## config.mk

```make
export PLATFORM = sky130hd
export DESIGN_NAME = dcp_dc_gen
export DESIGN_NICKNAME = d
export VERILOG_FILES = /design/src/rtl/dcp_pkg.sv /design/src/rtl/dcp_lane_pick.sv /design/src/rtl/dcp_accum.sv /design/src/rtl/dcp_round.sv /design/src/rtl/dcp_dc_gen.sv
export SDC_FILE = /design/constraint.sdc
export NUM_CORES = 1
export LEC_CHECK = 0
export CAP_MARGIN = 40
export CORE_AREA = 2 2 179 181
export CTS_CLUSTER_DIAMETER = 80
export DETAILED_ROUTE_END_ITERATION = 16
export DIE_AREA = 0 0 181 183
export DONT_BUFFER_PORTS = 1
export SLEW_MARGIN = 20
export SYNTH_ARGS = -nofsm -noshare
export SYNTH_HDL_FRONTEND = slang
export SYNTH_HIERARCHICAL = 1
export SYNTH_SLANG_ARGS = --single-unit
```

## constraint.sdc

```tcl
create_clock -name clk -period 9.47 [get_ports clk]
set_clock_uncertainty 0.05 [all_clocks]
set_input_delay 2.3675 -clock clk [delete_from_list [all_inputs] [get_ports clk]]
set_output_delay 2.3675 -clock clk [all_outputs]
set_load 0.05 [all_outputs]
```

## src/rtl/dcp_pkg.sv

```systemverilog
// Package dcp_pkg
// Shared constants and the control state type of the DC value generator.
// Assumes the availability mask is three bits wide with the edges on bits 0 and 2.
package dcp_pkg;

    localparam int unsigned AVL_W    = 3;
    localparam int unsigned AVL_LEFT = 0;
    localparam int unsigned AVL_TOP  = 2;

    typedef enum logic [1:0] {
        ST_IDLE = 2'd0,
        ST_SUM  = 2'd1,
        ST_FIN  = 2'd2
    } dcp_state_e;

endpackage

```

## src/rtl/dcp_lane_pick.sv

```systemverilog
// Module dcp_lane_pick
// Selects LANES rows of the left and top edges for one accumulation step and
// returns their masked sum. Left pixel of row r sits at index EDGE_PIX-1-r,
// top pixel of column r at index EDGE_PIX+1+r.
// Assumes step_i < EDGE_PIX/LANES; purely combinational.
module dcp_lane_pick #(
    parameter int unsigned PIX_W    = 8,
    parameter int unsigned EDGE_PIX = 16,
    parameter int unsigned LANES    = 4,
    parameter int unsigned STEP_W   = 2,
    parameter int unsigned ACC_W    = 14,
    localparam int unsigned NBR_N   = 2 * EDGE_PIX + 1
) (
    input  logic [NBR_N*PIX_W-1:0] nbr_q_i,
    input  logic [STEP_W-1:0]      step_i,
    input  logic                   use_left_i,
    input  logic                   use_top_i,
    output logic [ACC_W-1:0]       lane_sum_o
);

    logic [PIX_W-1:0] left_px [LANES];
    logic [PIX_W-1:0] top_px  [LANES];

    for (genvar l = 0; l < LANES; l++) begin : g_lane
        // Pick this lane's left and top pixel, forcing zero for a missing edge.
        always_comb begin
            int row;
            row = int'(step_i) * int'(LANES) + l;
            left_px[l] = use_left_i
                ? nbr_q_i[(int'(EDGE_PIX) - 1 - row) * int'(PIX_W) +: PIX_W]
                : '0;
            top_px[l]  = use_top_i
                ? nbr_q_i[(int'(EDGE_PIX) + 1 + row) * int'(PIX_W) +: PIX_W]
                : '0;
        end
    end

    // Reduce all lanes of both edges into one addend.
    always_comb begin
        lane_sum_o = '0;
        for (int l = 0; l < int'(LANES); l++) begin
            lane_sum_o = lane_sum_o + ACC_W'(left_px[l]) + ACC_W'(top_px[l]);
        end
    end

endmodule

```

## src/rtl/dcp_accum.sv

```systemverilog
// Module dcp_accum
// Running sum of the edge pixels. A clear wins over an add.
// Assumes ACC_W is wide enough for 2*EDGE_PIX full-scale pixels.
module dcp_accum #(
    parameter int unsigned ACC_W = 14
) (
    input  logic             clk,
    input  logic             rst_n,
    input  logic             clear_i,
    input  logic             add_i,
    input  logic [ACC_W-1:0] addend_i,
    output logic [ACC_W-1:0] acc_o
);

    // Hold, clear or extend the running sum.
    always_ff @(posedge clk) begin
        if (!rst_n) begin
            acc_o <= '0;
        end else if (clear_i) begin
            acc_o <= '0;
        end else if (add_i) begin
            acc_o <= acc_o + addend_i;
        end
    end

endmodule

```

## src/rtl/dcp_round.sv

```systemverilog
// Module dcp_round
// Turns the finished sum into the DC value. The offset is EDGE_PIX/2 per present
// edge, the shift is log2(EDGE_PIX)-1 plus one per present edge, and the result
// saturates to PIX_W bits. An all-zero mask gives mid-grey.
// Assumes EDGE_PIX is a power of two; purely combinational.
module dcp_round
    import dcp_pkg::*;
#(
    parameter int unsigned PIX_W    = 8,
    parameter int unsigned EDGE_PIX = 16,
    parameter int unsigned ACC_W    = 14
) (
    input  logic [ACC_W-1:0] acc_i,
    input  logic [AVL_W-1:0] avail_i,
    output logic [PIX_W-1:0] dc_o
);

    localparam int unsigned SUM_W      = ACC_W + 1;
    localparam int unsigned SHIFT_BASE = $clog2(EDGE_PIX) - 1;
    localparam int unsigned RND_EDGE   = EDGE_PIX / 2;
    localparam logic [PIX_W-1:0] MID   = PIX_W'(1) << (PIX_W - 1);

    logic [1:0]       n_edges;
    logic [SUM_W-1:0] rounded;
    logic [SUM_W-1:0] shifted;

    // Count the edges that took part in the sum.
    always_comb begin
        n_edges = {1'b0, avail_i[AVL_LEFT]} + {1'b0, avail_i[AVL_TOP]};
    end

    // Add the rounding offset and apply the edge-dependent shift.
    always_comb begin
        rounded = {1'b0, acc_i} + SUM_W'(RND_EDGE) * SUM_W'(n_edges);
        shifted = rounded >> (SHIFT_BASE + int'(n_edges));
    end

    // Saturate, or fall back to mid-grey when the mask is empty.
    always_comb begin
        if (avail_i == '0) begin
            dc_o = MID;
        end else if (|shifted[SUM_W-1:PIX_W]) begin
            dc_o = '1;
        end else begin
            dc_o = shifted[PIX_W-1:0];
        end
    end

endmodule

```

## src/rtl/dcp_dc_gen.sv

```systemverilog
// Module dcp_dc_gen (top)
// Captures the neighbour vector and mask on an accepted start, accumulates the
// enabled edges LANES rows per cycle, then registers the rounded DC value with a
// one-cycle done pulse. Starts are accepted only when idle, including the done cycle.
// Assumes LANES divides EDGE_PIX.
module dcp_dc_gen
    import dcp_pkg::*;
#(
    parameter int unsigned PIX_W    = 8,
    parameter int unsigned EDGE_PIX = 16,
    parameter int unsigned LANES    = 4,
    parameter int unsigned ACC_W    = 14,
    localparam int unsigned NBR_N   = 2 * EDGE_PIX + 1
) (
    input  logic                   clk,
    input  logic                   rst_n,
    input  logic                   start_i,
    input  logic [AVL_W-1:0]       avail_i,
    input  logic [NBR_N*PIX_W-1:0] nbr_i,
    output logic [PIX_W-1:0]       dc_o,
    output logic                   done_o
);

    localparam int unsigned STEPS  = EDGE_PIX / LANES;
    localparam int unsigned STEP_W = (STEPS > 1) ? $clog2(STEPS) : 1;
    localparam logic [STEP_W-1:0] LAST_STEP = STEP_W'(STEPS - 1);

    dcp_state_e             state_q;
    logic [NBR_N*PIX_W-1:0] nbr_q;
    logic [AVL_W-1:0]       avail_q;
    logic [STEP_W-1:0]      step_q;
    logic                   accept;
    logic [ACC_W-1:0]       lane_sum;
    logic [ACC_W-1:0]       acc;
    logic [PIX_W-1:0]       dc_next;

    // A request is taken only while idle.
    always_comb begin
        accept = start_i && (state_q == ST_IDLE);
    end

    // Sequence idle -> accumulate -> finish.
    always_ff @(posedge clk) begin
        if (!rst_n) begin
            state_q <= ST_IDLE;
            step_q  <= '0;
        end else begin
            case (state_q)
                ST_IDLE: begin
                    if (accept) begin
                        state_q <= ST_SUM;
                        step_q  <= '0;
                    end
                end
                ST_SUM: begin
                    step_q <= step_q + 1'b1;
                    if (step_q == LAST_STEP) begin
                        state_q <= ST_FIN;
                    end
                end
                ST_FIN:  state_q <= ST_IDLE;
                default: state_q <= ST_IDLE;
            endcase
        end
    end

    // Snapshot the request inputs at the accepting edge.
    always_ff @(posedge clk) begin
        if (!rst_n) begin
            nbr_q   <= '0;
            avail_q <= '0;
        end else if (accept) begin
            nbr_q   <= nbr_i;
            avail_q <= avail_i;
        end
    end

    dcp_lane_pick #(
        .PIX_W    (PIX_W),
        .EDGE_PIX (EDGE_PIX),
        .LANES    (LANES),
        .STEP_W   (STEP_W),
        .ACC_W    (ACC_W)
    ) u_pick (
        .nbr_q_i    (nbr_q),
        .step_i     (step_q),
        .use_left_i (avail_q[AVL_LEFT]),
        .use_top_i  (avail_q[AVL_TOP]),
        .lane_sum_o (lane_sum)
    );

    dcp_accum #(
        .ACC_W (ACC_W)
    ) u_acc (
        .clk      (clk),
        .rst_n    (rst_n),
        .clear_i  (accept),
        .add_i    (state_q == ST_SUM),
        .addend_i (lane_sum),
        .acc_o    (acc)
    );

    dcp_round #(
        .PIX_W    (PIX_W),
        .EDGE_PIX (EDGE_PIX),
        .ACC_W    (ACC_W)
    ) u_round (
        .acc_i   (acc),
        .avail_i (avail_q),
        .dc_o    (dc_next)
    );

    // Register the result and raise done for the finishing cycle only.
    always_ff @(posedge clk) begin
        if (!rst_n) begin
            dc_o   <= '0;
            done_o <= 1'b0;
        end else begin
            done_o <= (state_q == ST_FIN);
            if (state_q == ST_FIN) begin
                dc_o <= dc_next;
            end
        end
    end

endmodule

```

# After elaboration in Yosys (flattened, before gate mapping)
# Index checks and enable logic that the tools add are counted.
[op_classes] n_reduce_logical=8 bitwise=1 shift=9 eq_ne=5 muxes=15 n_addsub=23
[op_table] operator="$shiftx A264 B32 Y8" n=8
[op_table] operator="$add A6 B29 Y29 const A" n=3
[op_table] operator="$sub A5 B29 Y29 const A" n=3
[op_table] operator="$add A14 B8 Y14" n=6
[op_table] operator="$mux W8" n=10
[op_table] operator="$shr A15 B32 Y15" n=1
[op_table] operator="$add A14 B5 Y15" n=1
[op_table] operator="$add A14 B14 Y14" n=1
[op_table] operator="$add A4 B2 Y5 const B" n=2
[op_table] operator="$add A8 B8 Y9" n=1
[op_table] operator="$pmux W2 S2" n=2
[op_table] operator="$reduce_or A7 Y1" n=1
[op_table] operator="$add A5 B4 Y6 const A" n=1
[op_table] operator="$mux W2" n=3
[op_table] operator="$add A4 B1 Y5 const B" n=1
[op_table] operator="$sub A4 B4 Y5 const A" n=1
[op_table] operator="$eq A2 B2 Y1 const B" n=2
[op_table] operator="$ne A2 B2 Y1 const B" n=2
[op_table] operator="$reduce_and A2 Y1" n=2
[op_table] operator="$add A2 B2 Y3 const A" n=1
[op_table] operator="$logic_not A3 Y1" n=1
[op_table] operator="$add A1 B1 Y2" n=1
[op_table] operator="$add A2 B1 Y2 const B" n=1
[op_table] operator="$eq A2 B1 Y1 const B" n=1
[op_table] operator="other kinds (5)" n=5
[word_totals] wordCells=68 register_bits=294

# Logic depth before layout (Yosys ltp)
[logic_depth] ltp_word=11 ltp_mapped=24 mapped_depth_nobuf=22

# Hierarchy
# The synthesis kept the hierarchy.
[by_module_without_submodules] mod="dcp_dc_gen" seq_area_each_um2=5605.4 area_each_um2=10193.5 instances=1 cells_each=1244
[by_module_without_submodules] mod="dcp_lane_pick" seq_area_each_um2=0.0 area_each_um2=3334.4 instances=1 cells_each=271
[by_module_without_submodules] mod="dcp_accum" seq_area_each_um2=280.3 area_each_um2=1106.1 instances=1 cells_each=135
[by_module_without_submodules] mod="dcp_round" seq_area_each_um2=0.0 area_each_um2=760.7 instances=1 cells_each=111

# Worst setup path after synthesis
# OpenSTA, ideal clock, no wires.
[synth_timing] path_kind="register -> register" startpoint="reg step_q[0]" endpoint="reg u_acc.acc_o[13]" arrival_time_ps=5968 setup_time_ps=121 required_time_ps=9299 stages_incl_launch_ff=24 synth_period_minus_slack_ps=6140 slack_ps=3330 path_cell_list="dfxtp_1 buf_6 buf_12 mux4_2 and2_1 fa_1 inv_1 fa_1 fa_1 fa_1 inv_1 ha_1 fa_1 a21oi_1 nor2b_1 a311oi_1 o21ai_0 ha_1 a211oi_1 nor2_1 a211o_1 nor3_1 nor3_2 mux2i_1"
[synth_between] elab_chain_len=11 word_cells_on_any_way=35 cone_classes="19 x add/sub; 8 x shift; 8 x mux"
[synth_rtl] item="start: declaration" line="dcp_dc_gen.sv:31" rtl="logic [STEP_W-1:0] step_q;"
[synth_rtl] item="start signal: assignment" line="dcp_dc_gen.sv:56" rtl="step_q <= step_q + 1'b1;"
[synth_rtl] item="$add A4 B1 Y5 (tied with other cells)" line="dcp_lane_pick.sv:28" rtl="row = int'(step_i) * int'(LANES) + l;"
[synth_rtl] item="$sub A5 B29 Y29 (tied with other cells)" line="dcp_lane_pick.sv:30" rtl="? nbr_q_i[(int'(EDGE_PIX) - 1 - row) * int'(PIX_W) +: PIX_W]"
[synth_rtl] item="$shiftx A264 B32 Y8 (tied with other cells)" line="dcp_lane_pick.sv:30"
[synth_rtl] item="$mux W8 / $add A8 B8 Y9 (equally long branches)" line="dcp_lane_pick.sv:30, dcp_lane_pick.sv:42"
[synth_rtl] item="$add A14 B8 Y14 (5 in series)" line="dcp_lane_pick.sv:42" rtl="lane_sum_o = lane_sum_o + ACC_W'(left_px[l]) + ACC_W'(top_px[l]);"
[synth_rtl] item="$add A14 B8 Y14 (*)" line="dcp_lane_pick.sv:42"
[synth_rtl] item="net lane_sum[10]" line="dcp_dc_gen.sv:33" rtl="logic [ACC_W-1:0] lane_sum;"
[synth_rtl] item="$add A14 B14 Y14 (*)" line="dcp_accum.sv:22" rtl="acc_o <= acc_o + addend_i;"
[synth_rtl] item="end signal: assignment" line="dcp_accum.sv:22"
[synth_rtl] item="end: declaration" line="dcp_accum.sv:12" rtl="output logic [ACC_W-1:0] acc_o"
# Mark *: on every way through the listed nets, which the timed path passes. The rest lies on a longest branch.
# A chain may end at the register's enable or synchronous reset.

# Worst setup path in the final report
# Same ends and word-level chain as after synthesis.

==> results.sh <==
export IMPL_status="complete, but fails checks"
export IMPL_failed_checks="slew limit"
export IMPL_worstPathMaxFanout=38
export IMPL_power_density_nw_per_um2=180
export IMPL_row_count=65
export IMPL_first_iter_violations=834
export IMPL_dp_cells=1990
export IMPL_min_to="nbr_q[31]"
export IMPL_rsz0062_at_grt="no"
export IMPL_cts_repair_resized=0
export IMPL_yosysWarnings=6
export IMPL_synth_cells=1729
export IMPL_postCtsSetupRepairBufs=0
export IMPL_clk_latency_ns=0.56
export IMPL_hold_violations=0
export IMPL_r2r_start="step_q[0]"
export IMPL_p_leak_nw=5.62
export IMPL_r2r_slack_ns=2.36
export IMPL_cts_tree="done"
export IMPL_grt_max_degree=536
export IMPL_io_pins=279
export IMPL_min_period_ns=7.11
export IMPL_die_x_um=181
export IMPL_numCtsBuffers=31
export IMPL_initial_core_util_pct=48.4
export IMPL_port_buffers=0
export IMPL_overflow=0
export IMPL_firstDrtPassIters=4
export IMPL_wl_per_cell_um=18.4
export IMPL_rr_worst_depth=22
export IMPL_die_area_sq_um=33100
export IMPL_finalNonFillerCells=2052
export IMPL_vias=11416
export IMPL_min_path_type="flip-flop to flip-flop"
export IMPL_worstMarginPinSlew_ns=1.61
export IMPL_ir_drop_uv=123
export IMPL_path_clk_slew_ns=0.06
export IMPL_hold_start="nbr_q[31]"
export IMPL_syn_avg_cell_area_sq_um=8.75
export IMPL_place_congestion=0.806
export IMPL_crit_path_start_kind="flip-flop"
export IMPL_netlist_area_sq_um=15100
export IMPL_routed_wl_mm=37.7
export IMPL_core_area_sq_um=31200
export IMPL_htreeDepth=1
export IMPL_grt_pass1_wl_mm=58.8
export IMPL_clkSinkCount=286
export IMPL_crit_type="flip-flop to flip-flop"
export IMPL_grt_usage_pct=22.1
export IMPL_reg2reg_to="u_acc/acc_o[13]"
export IMPL_crit_arrival_ns=7.55
export IMPL_antenna_found_initial=1
export IMPL_setup_tns_ns=0
export IMPL_maxSlewViolCount=175
export IMPL_drc_errors=0
export IMPL_nets=1970
export IMPL_cts_buffer_depth=3
export IMPL_synthToLayoutAreaGrowth_pct=5.83
export IMPL_cap_violations=0
export IMPL_crit_required_ns=9.91
export IMPL_via_per_inst=5.56
export IMPL_fp_dieH_um=183
export IMPL_first_global_vias=10833
export IMPL_cts_hold_buffers=0
export IMPL_slew_headroom_pct=-7.26
export IMPL_dp_final_hpwl_mm=26.1
export IMPL_final_setup_viol_count=0
export IMPL_power_mw=2.89
export IMPL_drive_above_1_share_pct=8.79
export IMPL_critPathCaptureType="flip-flop"
export IMPL_fmax_ghz=0.141
export IMPL_post_route_period_util_pct=75.1
export IMPL_cts_root_buffer_cell="clkbuf_16"
export IMPL_ant_nets=0
export IMPL_hold_path_depth=2
==> metal layers <==
| layer | up-vias | part of all wire (%) | GRT usage (%) |
|---|---|---|---|
| met5 | - | 0 | 0 |
| met3 | 48 | 6.0 | 4.98 |
| met2 | 232 | 48 | 36.9 |
| li1 | 5818 | - | - |
| met4 | 0 | 2.0 | 5.30 |
| met1 | 5318 | 44 | 29.3 |
==> worst max-delay path by stage <==
stage	start	to	slack, ns	cells after the start
after floorplan	step_q[0]	u_acc/acc_o[13]	3.33	23
after global placement	step_q[0]	u_acc/acc_o[13]	2.33	22
after detailed placement	step_q[0]	u_acc/acc_o[13]	2.28	22
after CTS	step_q[0]	u_acc/acc_o[13]	2.26	22
after global routing	step_q[0]	u_acc/acc_o[13]	1.87	22
final	step_q[0]	u_acc/acc_o[13]	2.36	22
==> worst max-delay path, cell delays in order (launching register included) <==
cell and delay, ns:
dfxtp_4 0.74, buf_12 0.37, mux4_1 0.61, and2_1 0.19
fa_1 0.45, fa_1 0.54, inv_1 0.05, fa_1 0.46
fa_1 0.54, inv_1 0.04, ha_1 0.22, fa_1 0.40
a21oi_1 0.15, nor2b_1 0.08, a311oi_1 0.37, o21ai_0 0.21
ha_1 0.41, and3_1 0.24, nand3_1 0.10, a211oi_1 0.27
nor3_1 0.10, nor3_2 0.19, mux2i_1 0.19
==> state kept, by name (all words and copies together) (netlist names) <==
name	flops
dc_o	8
done_o	1
step_q	2
u_acc/acc_o	14
state_q	2
nbr_q	256
avail_q	3
==> cell usage in the layout, fill, tap and decap left out, drive strengths merged, types with 4 or more instances in the layout <==
cell type    n
a211oi       6
a21boi       8
a21o         8
a21oi       28
a311oi       4
a31oi        5
and2        34
and3         6
buf         13
bufinv       5
clkbuf      41
clkinv      11
dfxtp      286
fa          48
ha          28
inv         44
mux2i       11
mux4        64
nand2      338
nand2b       6
nand3      269
nor2        29
nor2b        9
nor3        10
o21ai      276
o22ai        4
xnor2       10
xor2         5
==> cell type report <==
class / count / area (sq um)
Antenna cell: 1 / 2.50
Clock buffer: 41 / 883
Clock inverter: 17 / 224
Fill cell: 2998 / 15200
Inverter: 44 / 165
Multi-Input combinational cell: 1248 / 8340
Sequential cell: 286 / 5730
Tap cell: 402 / 503
Timing Repair Buffer: 13 / 160
==> report_power, final <==
part / leakage (nW) / switching, mW / internal [mW] / total, mW
registers: 2.35 / 0.0464 / 1.27 / 1.32
logic: 2.73 / 0.153 / 0.121 / 0.275
clock network: 0.551 / 0.502 / 0.791 / 1.29
total: 5.62 / 0.701 / 2.19 / 2.89
==> stage by stage <==
step	worst slack [ns]	utilization [%]	area [sq um]	hold WS, ns
2_1_floorplan	3.33	-	15100	0.374
3_3_place_gp	2.33	47.5	14800	0.383
3_5_place_dp	2.28	47.5	14800	0.389
4_1_cts	2.26	51.1	15900	0.396
5_1_grt	1.87	51.3	16000	0.414
6_report	2.36	51.3	16000	0.393
(Power assumes the default switching activity.)
